<file path="src/rtl/omega_pkg.sv">
// Shared helpers for the omega fabric.
// Assumes line indices fit in an int and that bits >= 1.
package omega_pkg;

    // Which output of a 2x2 element a request takes.
    typedef enum logic {
        PORT_UPPER = 1'b0,
        PORT_LOWER = 1'b1
    } port_sel_e;

    // Perfect-shuffle destination of a line: rotate its index left by one bit.
    function automatic int shuffle_idx(input int idx, input int bits);
        int mask;
        mask = (1 << bits) - 1;
        return ((idx << 1) | (idx >> (bits - 1))) & mask;
    endfunction

endpackage

</file>
<file path="src/rtl/omega_switch.sv">
// One 2x2 element. It steers each request by one destination bit and gives
// the upper input priority when both inputs want the same output.
// A lane is {valid, dest[M], src[M], data[W]}, with valid as its MSB.
module omega_switch #(
    parameter int M   = 3,
    parameter int W   = 16,
    parameter int BIT = 2,
    parameter int LW  = 1 + 2 * M + W
) (
    input  logic [LW-1:0] in_up,
    input  logic [LW-1:0] in_lo,
    output logic [LW-1:0] out_up,
    output logic [LW-1:0] out_lo
);
    import omega_pkg::*;

    localparam int VPOS = LW - 1;
    localparam int DLSB = LW - 1 - M;

    port_sel_e up_sel, lo_sel;
    logic      up_v, lo_v;

    // Extract the validity and the steering bit of each input.
    always_comb begin
        up_v   = in_up[VPOS];
        lo_v   = in_lo[VPOS];
        up_sel = port_sel_e'(in_up[DLSB + BIT]);
        lo_sel = port_sel_e'(in_lo[DLSB + BIT]);
    end

    // Fill the upper output; the upper input is tried first.
    always_comb begin
        if (up_v && up_sel == PORT_UPPER)      out_up = in_up;
        else if (lo_v && lo_sel == PORT_UPPER) out_up = in_lo;
        else                                   out_up = '0;
    end

    // Fill the lower output; the upper input is tried first.
    always_comb begin
        if (up_v && up_sel == PORT_LOWER)      out_lo = in_up;
        else if (lo_v && lo_sel == PORT_LOWER) out_lo = in_lo;
        else                                   out_lo = '0;
    end
endmodule

</file>
<file path="src/rtl/omega_stage.sv">
// One column of the fabric: a perfect shuffle of the N lines, then N/2
// elements steering on destination bit M-1-STAGE. Purely combinational.
module omega_stage #(
    parameter int N     = 8,
    parameter int W     = 16,
    parameter int STAGE = 0,
    parameter int M     = $clog2(N),
    parameter int LW    = 1 + 2 * M + W
) (
    input  logic [N-1:0][LW-1:0] lanes_in,
    output logic [N-1:0][LW-1:0] lanes_out
);
    localparam int BIT = M - 1 - STAGE;

    logic [N-1:0][LW-1:0] shuffled;

    // Perfect-shuffle wiring ahead of the element column.
    for (genvar i = 0; i < N; i++) begin : g_shuffle
        assign shuffled[omega_pkg::shuffle_idx(i, M)] = lanes_in[i];
    end

    // Column of 2x2 elements; element k owns lines 2k and 2k+1.
    for (genvar k = 0; k < N / 2; k++) begin : g_elem
        omega_switch #(.M(M), .W(W), .BIT(BIT), .LW(LW)) u_sw (
            .in_up  (shuffled[2*k]),
            .in_lo  (shuffled[2*k+1]),
            .out_up (lanes_out[2*k]),
            .out_lo (lanes_out[2*k+1])
        );
    end
endmodule

</file>
<file path="src/rtl/omega_status.sv">
// Derives the per-input outcome from the lanes leaving the last column:
// an input is delivered if some output lane carries its source tag, and
// blocked if it was valid but no lane carries it.
module omega_status #(
    parameter int N  = 8,
    parameter int W  = 16,
    parameter int M  = $clog2(N),
    parameter int LW = 1 + 2 * M + W
) (
    input  logic [N-1:0][LW-1:0] lanes,
    input  logic [N-1:0]         req_valid,
    output logic [N-1:0]         delivered,
    output logic [N-1:0]         blocked
);
    localparam int VPOS = LW - 1;
    localparam int SLSB = W;

    // Match every output lane's source tag against every input index.
    always_comb begin
        delivered = '0;
        for (int j = 0; j < N; j++) begin
            for (int i = 0; i < N; i++) begin
                if (lanes[j][VPOS] && lanes[j][SLSB +: M] == M'(i))
                    delivered[i] = 1'b1;
            end
        end
        blocked = req_valid & ~delivered;
    end
endmodule

</file>
<file path="src/rtl/omega_net.sv">
// Top of the omega fabric: log2(N) shuffle-and-switch columns followed by a
// single output register stage. N must be a power of two, at least 4.
// Every result appears one clock after the request is sampled.
module omega_net #(
    parameter int N = 8,
    parameter int W = 16
) (
    input  logic                    clk,
    input  logic                    rst_n,
    input  logic [N-1:0]            req_valid,
    input  logic [N*$clog2(N)-1:0]  req_dest,
    input  logic [N*W-1:0]          req_data,
    output logic [N-1:0]            out_valid,
    output logic [N*W-1:0]          out_data,
    output logic [N-1:0]            delivered,
    output logic [N-1:0]            blocked
);
    localparam int M  = $clog2(N);
    localparam int LW = 1 + 2 * M + W;

    logic [N-1:0][LW-1:0] lanes [M+1];
    logic [N-1:0]         dlv_c, blk_c;
    logic [N-1:0]         ov_c;
    logic [N*W-1:0]       od_c;

    // Build the entry lanes, tagging each request with its own input index.
    for (genvar i = 0; i < N; i++) begin : g_entry
        assign lanes[0][i] = {req_valid[i], req_dest[i*M +: M], M'(i), req_data[i*W +: W]};
    end

    // Chain of columns.
    for (genvar s = 0; s < M; s++) begin : g_col
        omega_stage #(.N(N), .W(W), .STAGE(s), .M(M), .LW(LW)) u_stage (
            .lanes_in  (lanes[s]),
            .lanes_out (lanes[s+1])
        );
    end

    // Outcome per input.
    omega_status #(.N(N), .W(W), .M(M), .LW(LW)) u_status (
        .lanes     (lanes[M]),
        .req_valid (req_valid),
        .delivered (dlv_c),
        .blocked   (blk_c)
    );

    // Split the final lanes into port valid flags and data.
    always_comb begin
        for (int j = 0; j < N; j++) begin
            ov_c[j]          = lanes[M][j][LW-1];
            od_c[j*W +: W]   = lanes[M][j][W-1:0];
        end
    end

    // Output register stage with synchronous active-low reset.
    always_ff @(posedge clk) begin
        if (!rst_n) begin
            out_valid <= '0;
            out_data  <= '0;
            delivered <= '0;
            blocked   <= '0;
        end else begin
            out_valid <= ov_c;
            out_data  <= od_c;
            delivered <= dlv_c;
            blocked   <= blk_c;
        end
    end
endmodule

</file>
<file path="config.mk">
export PLATFORM = sky130hd
export DESIGN_NAME = omega_net
export DESIGN_NICKNAME = d
export VERILOG_FILES = /design/src/rtl/omega_pkg.sv /design/src/rtl/omega_switch.sv /design/src/rtl/omega_stage.sv /design/src/rtl/omega_status.sv /design/src/rtl/omega_net.sv
export SDC_FILE = /design/constraint.sdc
export NUM_CORES = 1
export LEC_CHECK = 0
export BUFFER_PORTS_ARGS = -buffer_cell sky130_fd_sc_hd__buf_2
export CAP_MARGIN = 10
export CORE_MARGIN = 5
export CORE_UTILIZATION = 55
export DETAILED_ROUTE_END_ITERATION = 16
export PLACE_DENSITY_LB_ADDON = 0.25
export SYNTH_ARGS = -nofsm -noshare
export SYNTH_HDL_FRONTEND = slang
export SYNTH_SLANG_ARGS = --single-unit
</file>
<file path="constraint.sdc">
create_clock -name clk -period 3.4 [get_ports clk]
set_clock_uncertainty 0.15 [all_clocks]
set_input_delay 0.17 -clock clk [delete_from_list [all_inputs] [get_ports clk]]
set_output_delay 0.17 -clock clk [all_outputs]
set_load 0.01 [all_outputs]
</file>
# --- After elaboration in Yosys (flattened, before gate mapping) ---
# Cells that the tools add are included.
word_totals:
  memories: 0
  output_inout_bits: 152
  latch_bits: 0
  input_bits: 162
  wordCells: 318
  register_bits: 152
  ramBits: 0
  rom_bits: 0
op_classes:
  bitwise: 26
  multipliers: 0
  n_mux: 112
  magnitude_cmp: 0
  n_shift: 0
  n_addsub: 0
  reduce_logical: 120
  n_div: 0
  eq_ne: 56
ops:
  columns: ["cell", "count"]
  rows:
  - ["2-to-1 mux 23 bit", 48]
  - ["logical AND 1 bit", 112]
  - ["== test 3 bit, second input constant", 32]
  - ["2-to-1 mux 1 bit", 64]
  - ["== test 3 x 2 -> 1 bit, second input constant", 16]
  - ["== test 3 x 1 -> 1 bit, second input constant", 8]
  - ["zero test 3 bit", 8]
  - ["inverter 1 bit", 24]
  - ["bitwise AND 8 bit", 1]
  - ["inverter 8 bit", 1]

# --- Logic depth before layout (Yosys ltp) ---
depth:
  depth_word: 24
  depth_mapped: 12
  depth_no_buf: 7

# --- Modules after synthesis ---
# Synthesis repeated with hierarchy kept, for this count alone.
unflattened:
  hier_cells: 2038
  area_unflattened_um2: 15638.7
modules_own_cells:
  columns: ["module", "seq_area_each_um2", "cells_each", "n_inst", "area_per_inst_um2"]
  rows:
  - ["omega_switch (g_col[0].u_stage.g_elem[0].u_sw ...)", 0.0, 134, 8, 898.4]
  - ["omega_net", 3042.9, 322, 1, 4137.7]
  - ["omega_switch (g_col[2].u_stage.g_elem[0].u_sw ...)", 0.0, 134, 4, 900.9]
  - ["omega_status", 0.0, 108, 1, 710.7]

# --- Least setup slack after synthesis ---
# No wires, ideal clock.
synth_path:
  path_kind: "input to register"
  startpoint: "input req_dest[2]"
  endpoint: "register blocked[2]"
  required_ns: 3.134
  setup_ns: 0.116
  setup_slack_ns: 1.159
  stages: 9
  path_buffers: 2
  arrival_ns: 1.976
  cell_sequence: "buf_6 and3b_1 a41oi_4 a211o_4 and2_4 buf_6 mux2_4 o311a_1 and3_1"
synth_between:
  elab_chain_cells: 21
synth_rtl:
  columns: ["item", "line_no", "text"]
  rows:
  - ["start, declared", "omega_net.sv:11", "input logic [N*$clog2(N)-1:0] req_dest,"]
  - ["inverter 1 bit", "omega_switch.sv:33", "if (up_v && up_sel == PORT_UPPER) out_up = in_up;"]
  - ["logical AND 1 bit", "omega_switch.sv:33", null]
  - ["2-to-1 mux 23 bit", "omega_switch.sv:33", null]
  - ["inverter 1 bit", "omega_switch.sv:33", null]
  - ["logical AND 1 bit", "omega_switch.sv:33", null]
  - ["2-to-1 mux 23 bit", "omega_switch.sv:33", null]
  - ["inverter 1 bit", "omega_switch.sv:33", null]
  - ["logical AND 1 bit", "omega_switch.sv:33", null]
  - ["2-to-1 mux 23 bit", "omega_switch.sv:33", null]
  - ["== test 3 x 2 -> 1 bit", "omega_status.sv:23", "if (lanes[j][VPOS] && lanes[j][SLSB +: M] == M'(i))"]
  - ["logical AND 1 bit", "omega_status.sv:23", null]
  - ["2-to-1 mux 1 bit (7 in a row)", "omega_status.sv:23", null]
  - ["2-to-1 mux 1 bit *", "omega_status.sv:23", null]
  - ["inverter 8 bit *", "omega_status.sv:27", "blocked = req_valid & ~delivered;"]
  - ["bitwise AND 8 bit *", "omega_status.sv:27", null]
  - ["end signal, assigned", "omega_net.sv:66", "blocked <= blk_c;"]
  - ["end, declared", "omega_net.sv:16", "output logic [N-1:0] blocked"]
# Mark *: on every way between the ends. The rest lies on a longest branch, timed or not.
# A chain may end at the register's enable or synchronous reset.

# --- Worst setup path after layout ---
layout_path:
  startpoint: "input req_valid[1]"
  endpoint: "register out_data[11]"
layout_between:
  elab_chain_cells: 9
layout_rtl:
  columns: ["item", "line_no", "text"]
  rows:
  - ["start, declared", "omega_net.sv:10", "input logic [N-1:0] req_valid,"]
  - ["logical AND 1 bit", "omega_switch.sv:33", null]
  - ["2-to-1 mux 23 bit *", "omega_switch.sv:33", null]
  - ["inverter 1 bit", "omega_switch.sv:33", null]
  - ["logical AND 1 bit", "omega_switch.sv:33", null]
  - ["2-to-1 mux 23 bit *", "omega_switch.sv:33", null]
  - ["inverter 1 bit", "omega_switch.sv:34", "else if (lo_v && lo_sel == PORT_UPPER) out_up = in_lo;"]
  - ["logical AND 1 bit", "omega_switch.sv:34", null]
  - ["2-to-1 mux 23 bit *", "omega_switch.sv:34", null]
  - ["2-to-1 mux 23 bit *", "omega_switch.sv:33", null]
  - ["end signal, assigned", "omega_net.sv:59", "out_data <= '0;"]
  - ["end signal, assigned", "omega_net.sv:64", "out_data <= od_c;"]
  - ["end, declared", "omega_net.sv:14", "output logic [N*W-1:0] out_data,"]
# Marks and branches as above.

==> out/results.ini <==
[status]
status = completed

[yosys]
ys_ff_latch = 152
synth_area_leaders = dfxtp_1 34%, a22oi_1 17%, nor2b_1 7.7%
synth_warnings = 0
yosys_most_used_dff = dfxtp_1
async_flop_share_pct = 0
synth_top_area_share_pct = 33.7
yosysSeqAreaShare_pct = 33.7
synth_area_leader_cell = dfxtp_1
syn-num-nets = 1255
syn_avg_cell_area_um2 = 8.27
synth_edf_count = 0
synth_area_um2 = 9040
synth_cell_types = 73
postSynthCellCount = 1093

[timing]
setup_tns_ns = 0
final-max-slew-violation-count = 0
rsz0062_at_grt = false
worst_slew_pin_slew_ns = 1.27
hold_violations = 0
period_share_pct = 88.6
relSlewSlack_pct = 15.3
max_freq_mhz = 332
whs_ns = 0.0679
setup_viol = 0
post-route-min-period_ns = 3.01

[placement]
place_hpwl_mm = 31.5
gp_congestion = 1.04
port_buffers = 313

[cts]
cts_buffers = 17
cts_tree = yes
path_clk_slew_ns = 0.07
cts_max_path_buffers = 2
cts_hold_buffers = 8
root_buffer = clkbuf_16
post_cts_resize_count = 0
h-tree-depth = 4
cts_num_sinks = 152
post_cts_buffers = 0

[critical_path]
slowest_delay_ns = 0.99
cp-endpoint = out_data[11]
crit_chain = dlygate4sd3_1, buf_2, nor2b_4, nor2_1, a22oi_1, o22a_1, o21ai_0, and2_1
crit_start = req_valid[1]
cp.arrival_ns = 3.25
criticalPathCategory = input pin to register
crit_required_ns = 3.64
startpoint_type = input pin
cp.depth = 8
critPathMaxFanout = 22
critPathTopFamily = simple AND/OR/NAND/NOR gates
cp_slowest_cell = nor2_1
critPathBufInv = 2
critical_path.endpoint_type = register

[power]
combPwrFrac_pct = 22.2
leakagePower_nw = 4.57
irDropWorstVdd_v = 0.000368
seqPwrFrac_pct = 37.4
p_clk_share_pct = 40.4
powerDensity_nw_per_um2 = 434
netSwitchingFraction_pct = 32.3
p_switching_mw = 1.59
intPower_mw = 3.34

[die]
initial_utilization_pct = 56.5
die_y_um = 138
io_pins = 314
die_width_um = 138
die-area_um2 = 19100
rows = 46
core_area_um2 = 16000

[final_layout]
areaGrowthSynthToFinish_pct = 25.8
drive_gt1_share_pct = 29.9
num_antenna_cells = 0
nets = 1526

[global_routing]
overflow = 0
first_global_vias = 10300
grt_max_degree = 59
antenna_found_initial = 2
grt_pass1_wl_mm = 61.6
grt.total_usage_pct = 40.4

[worst_hold_path]
hp-class = input pin to register
hold_path_depth = 4

[route]
wirelength_mm = 41.1
drt_pass1_iterations = 8
drt_iter0_drc = 2416
ant_nets = 0
vias = 11000
drc = 0
vias_per_cell = 6.93
route.detailed.wl_per_inst_um = 25.8

[job]
cap_violations = 0

cell families (layout without fill, tap and decap cells):
| kind of cell | count (synthesis) | in the layout | synth area share (%) |
|---|---|---|---|
| muxes | 12 | 12 | 1.44 |
| buffers and inverters | 113 | 397 | 5.44 |
| and+or+nand+nor | 343 | 343 | 22.0 |
| DFF | 152 | 152 | 33.7 |
| other | 1 | 1 | 0.0415 |
| AOI/OAI and AO/OA | 472 | 472 | 37.4 |
state kept, by name (all words and copies together) (netlist names):
register / count
delivered: 8
blocked: 8
out_data: 128
out_valid: 8
synth_stat cells, types with 4 or more instances:
cell and instances:
nand2_1 40, o21ai_0 24, nor2_1 35, inv_1 8, and3b_1 6, and3_1 16, a22oi_1 210, o21ai_2 4
a31oi_1 10, nand2b_1 23, buf_1 6, mux2i_1 7, buf_2 29, nand4b_1 5, and2_1 29, nand3b_1 7
a21oi_1 22, o31a_1 4, nor3_1 9, a31o_2 4, nand4_1 7, o22a_1 17, o31ai_1 5, nor2b_1 111
o21a_1 7, dfxtp_1 152, a21boi_0 19, nand3_1 33, o211ai_1 5, o21ai_1 5, mux2_2 4, clkbuf_1 64
o22ai_1 110
power groups by stage:
stage / clock, mW / sequential (mW) / combinational [mW]
2_1_floorplan: 0 / 1.91 / 0.593
3_3_place_gp: 0 / 1.88 / 1.03
3_5_place_dp: 0 / 1.88 / 1.03
4_1_cts: 1.98 / 1.84 / 1.04
5_1_grt: 2.06 / 1.85 / 1.14
6_report: 1.99 / 1.85 / 1.10
per-layer routing:
| metal | track usage [%] | up-vias | wire [µm] |
|---|---|---|---|
| met5 | 0 | - | 27 |
| met4 | 15.1 | 4 | 1830 |
| met3 | 12.7 | 174 | 5990 |
| met2 | 62.6 | 1025 | 18000 |
| met1 | 52.9 | 5092 | 15300 |
| li1 | - | 4749 | - |
placed cells by master (no fill, tap or decap), types with 4 or more instances in the layout:
| cell type | n |
|---|---|
| a21boi_0 | 19 |
| a21oi_1 | 22 |
| a22oi_1 | 210 |
| a31o_2 | 4 |
| a31oi_1 | 10 |
| and2_1 | 29 |
| and3_1 | 16 |
| and3b_1 | 6 |
| buf_2 | 313 |
| buf_4 | 36 |
| clkbuf_16 | 17 |
| dfxtp_1 | 152 |
| dlygate4sd3_1 | 8 |
| inv_1 | 8 |
| inv_6 | 8 |
| mux2_2 | 4 |
| mux2i_1 | 7 |
| nand2_1 | 40 |
| nand2b_1 | 23 |
| nand3_1 | 33 |
| nand3b_1 | 7 |
| nand4_1 | 7 |
| nand4b_1 | 5 |
| nor2_1 | 35 |
| nor2b_1 | 111 |
| nor3_1 | 9 |
| o211ai_1 | 5 |
| o21a_1 | 7 |
| o21ai_0 | 24 |
| o21ai_1 | 5 |
| o21ai_2 | 4 |
| o22a_1 | 17 |
| o22ai_1 | 110 |
| o31a_1 | 4 |
| o31ai_1 | 5 |
stage by stage:
stage	setup slack, ns	instance area [µm²]	util, %	std cells	total power, mW
after detailed placement	0.597	10700	66.7	1552	2.92
after global placement	0.640	10700	66.7	1552	2.91
after global routing	0.346	11400	71.1	1593	5.05
after floorplan	1.16	9040	-	1093	2.50
final	0.388	11400	71.1	1593	4.93
after CTS	0.501	11400	71.0	1592	4.86
worst min-delay path by stage:
stage,end,slack (ns),start
2_1_floorplan,blocked[6],0.17,req_valid[6]
3_3_place_gp,blocked[6],0.31,req_valid[6]
3_5_place_dp,blocked[5],0.31,req_valid[5]
4_1_cts,delivered[4],0.06,req_dest[12]
5_1_grt,out_valid[0],0.16,req_dest[15]
6_report,delivered[4],0.07,req_dest[12]
layout make-up:
cell class	instances	area [µm²]
Clock buffer	18	439
Clock inverter	14	169
Fill cell	1283	4630
Inverter	8	30.0
Multi-Input combinational cell	828	5500
Sequential cell	152	3040
Tap cell	216	270
Timing Repair Buffer	357	1920
No activity file was read; power rests on OpenSTA's default activity.
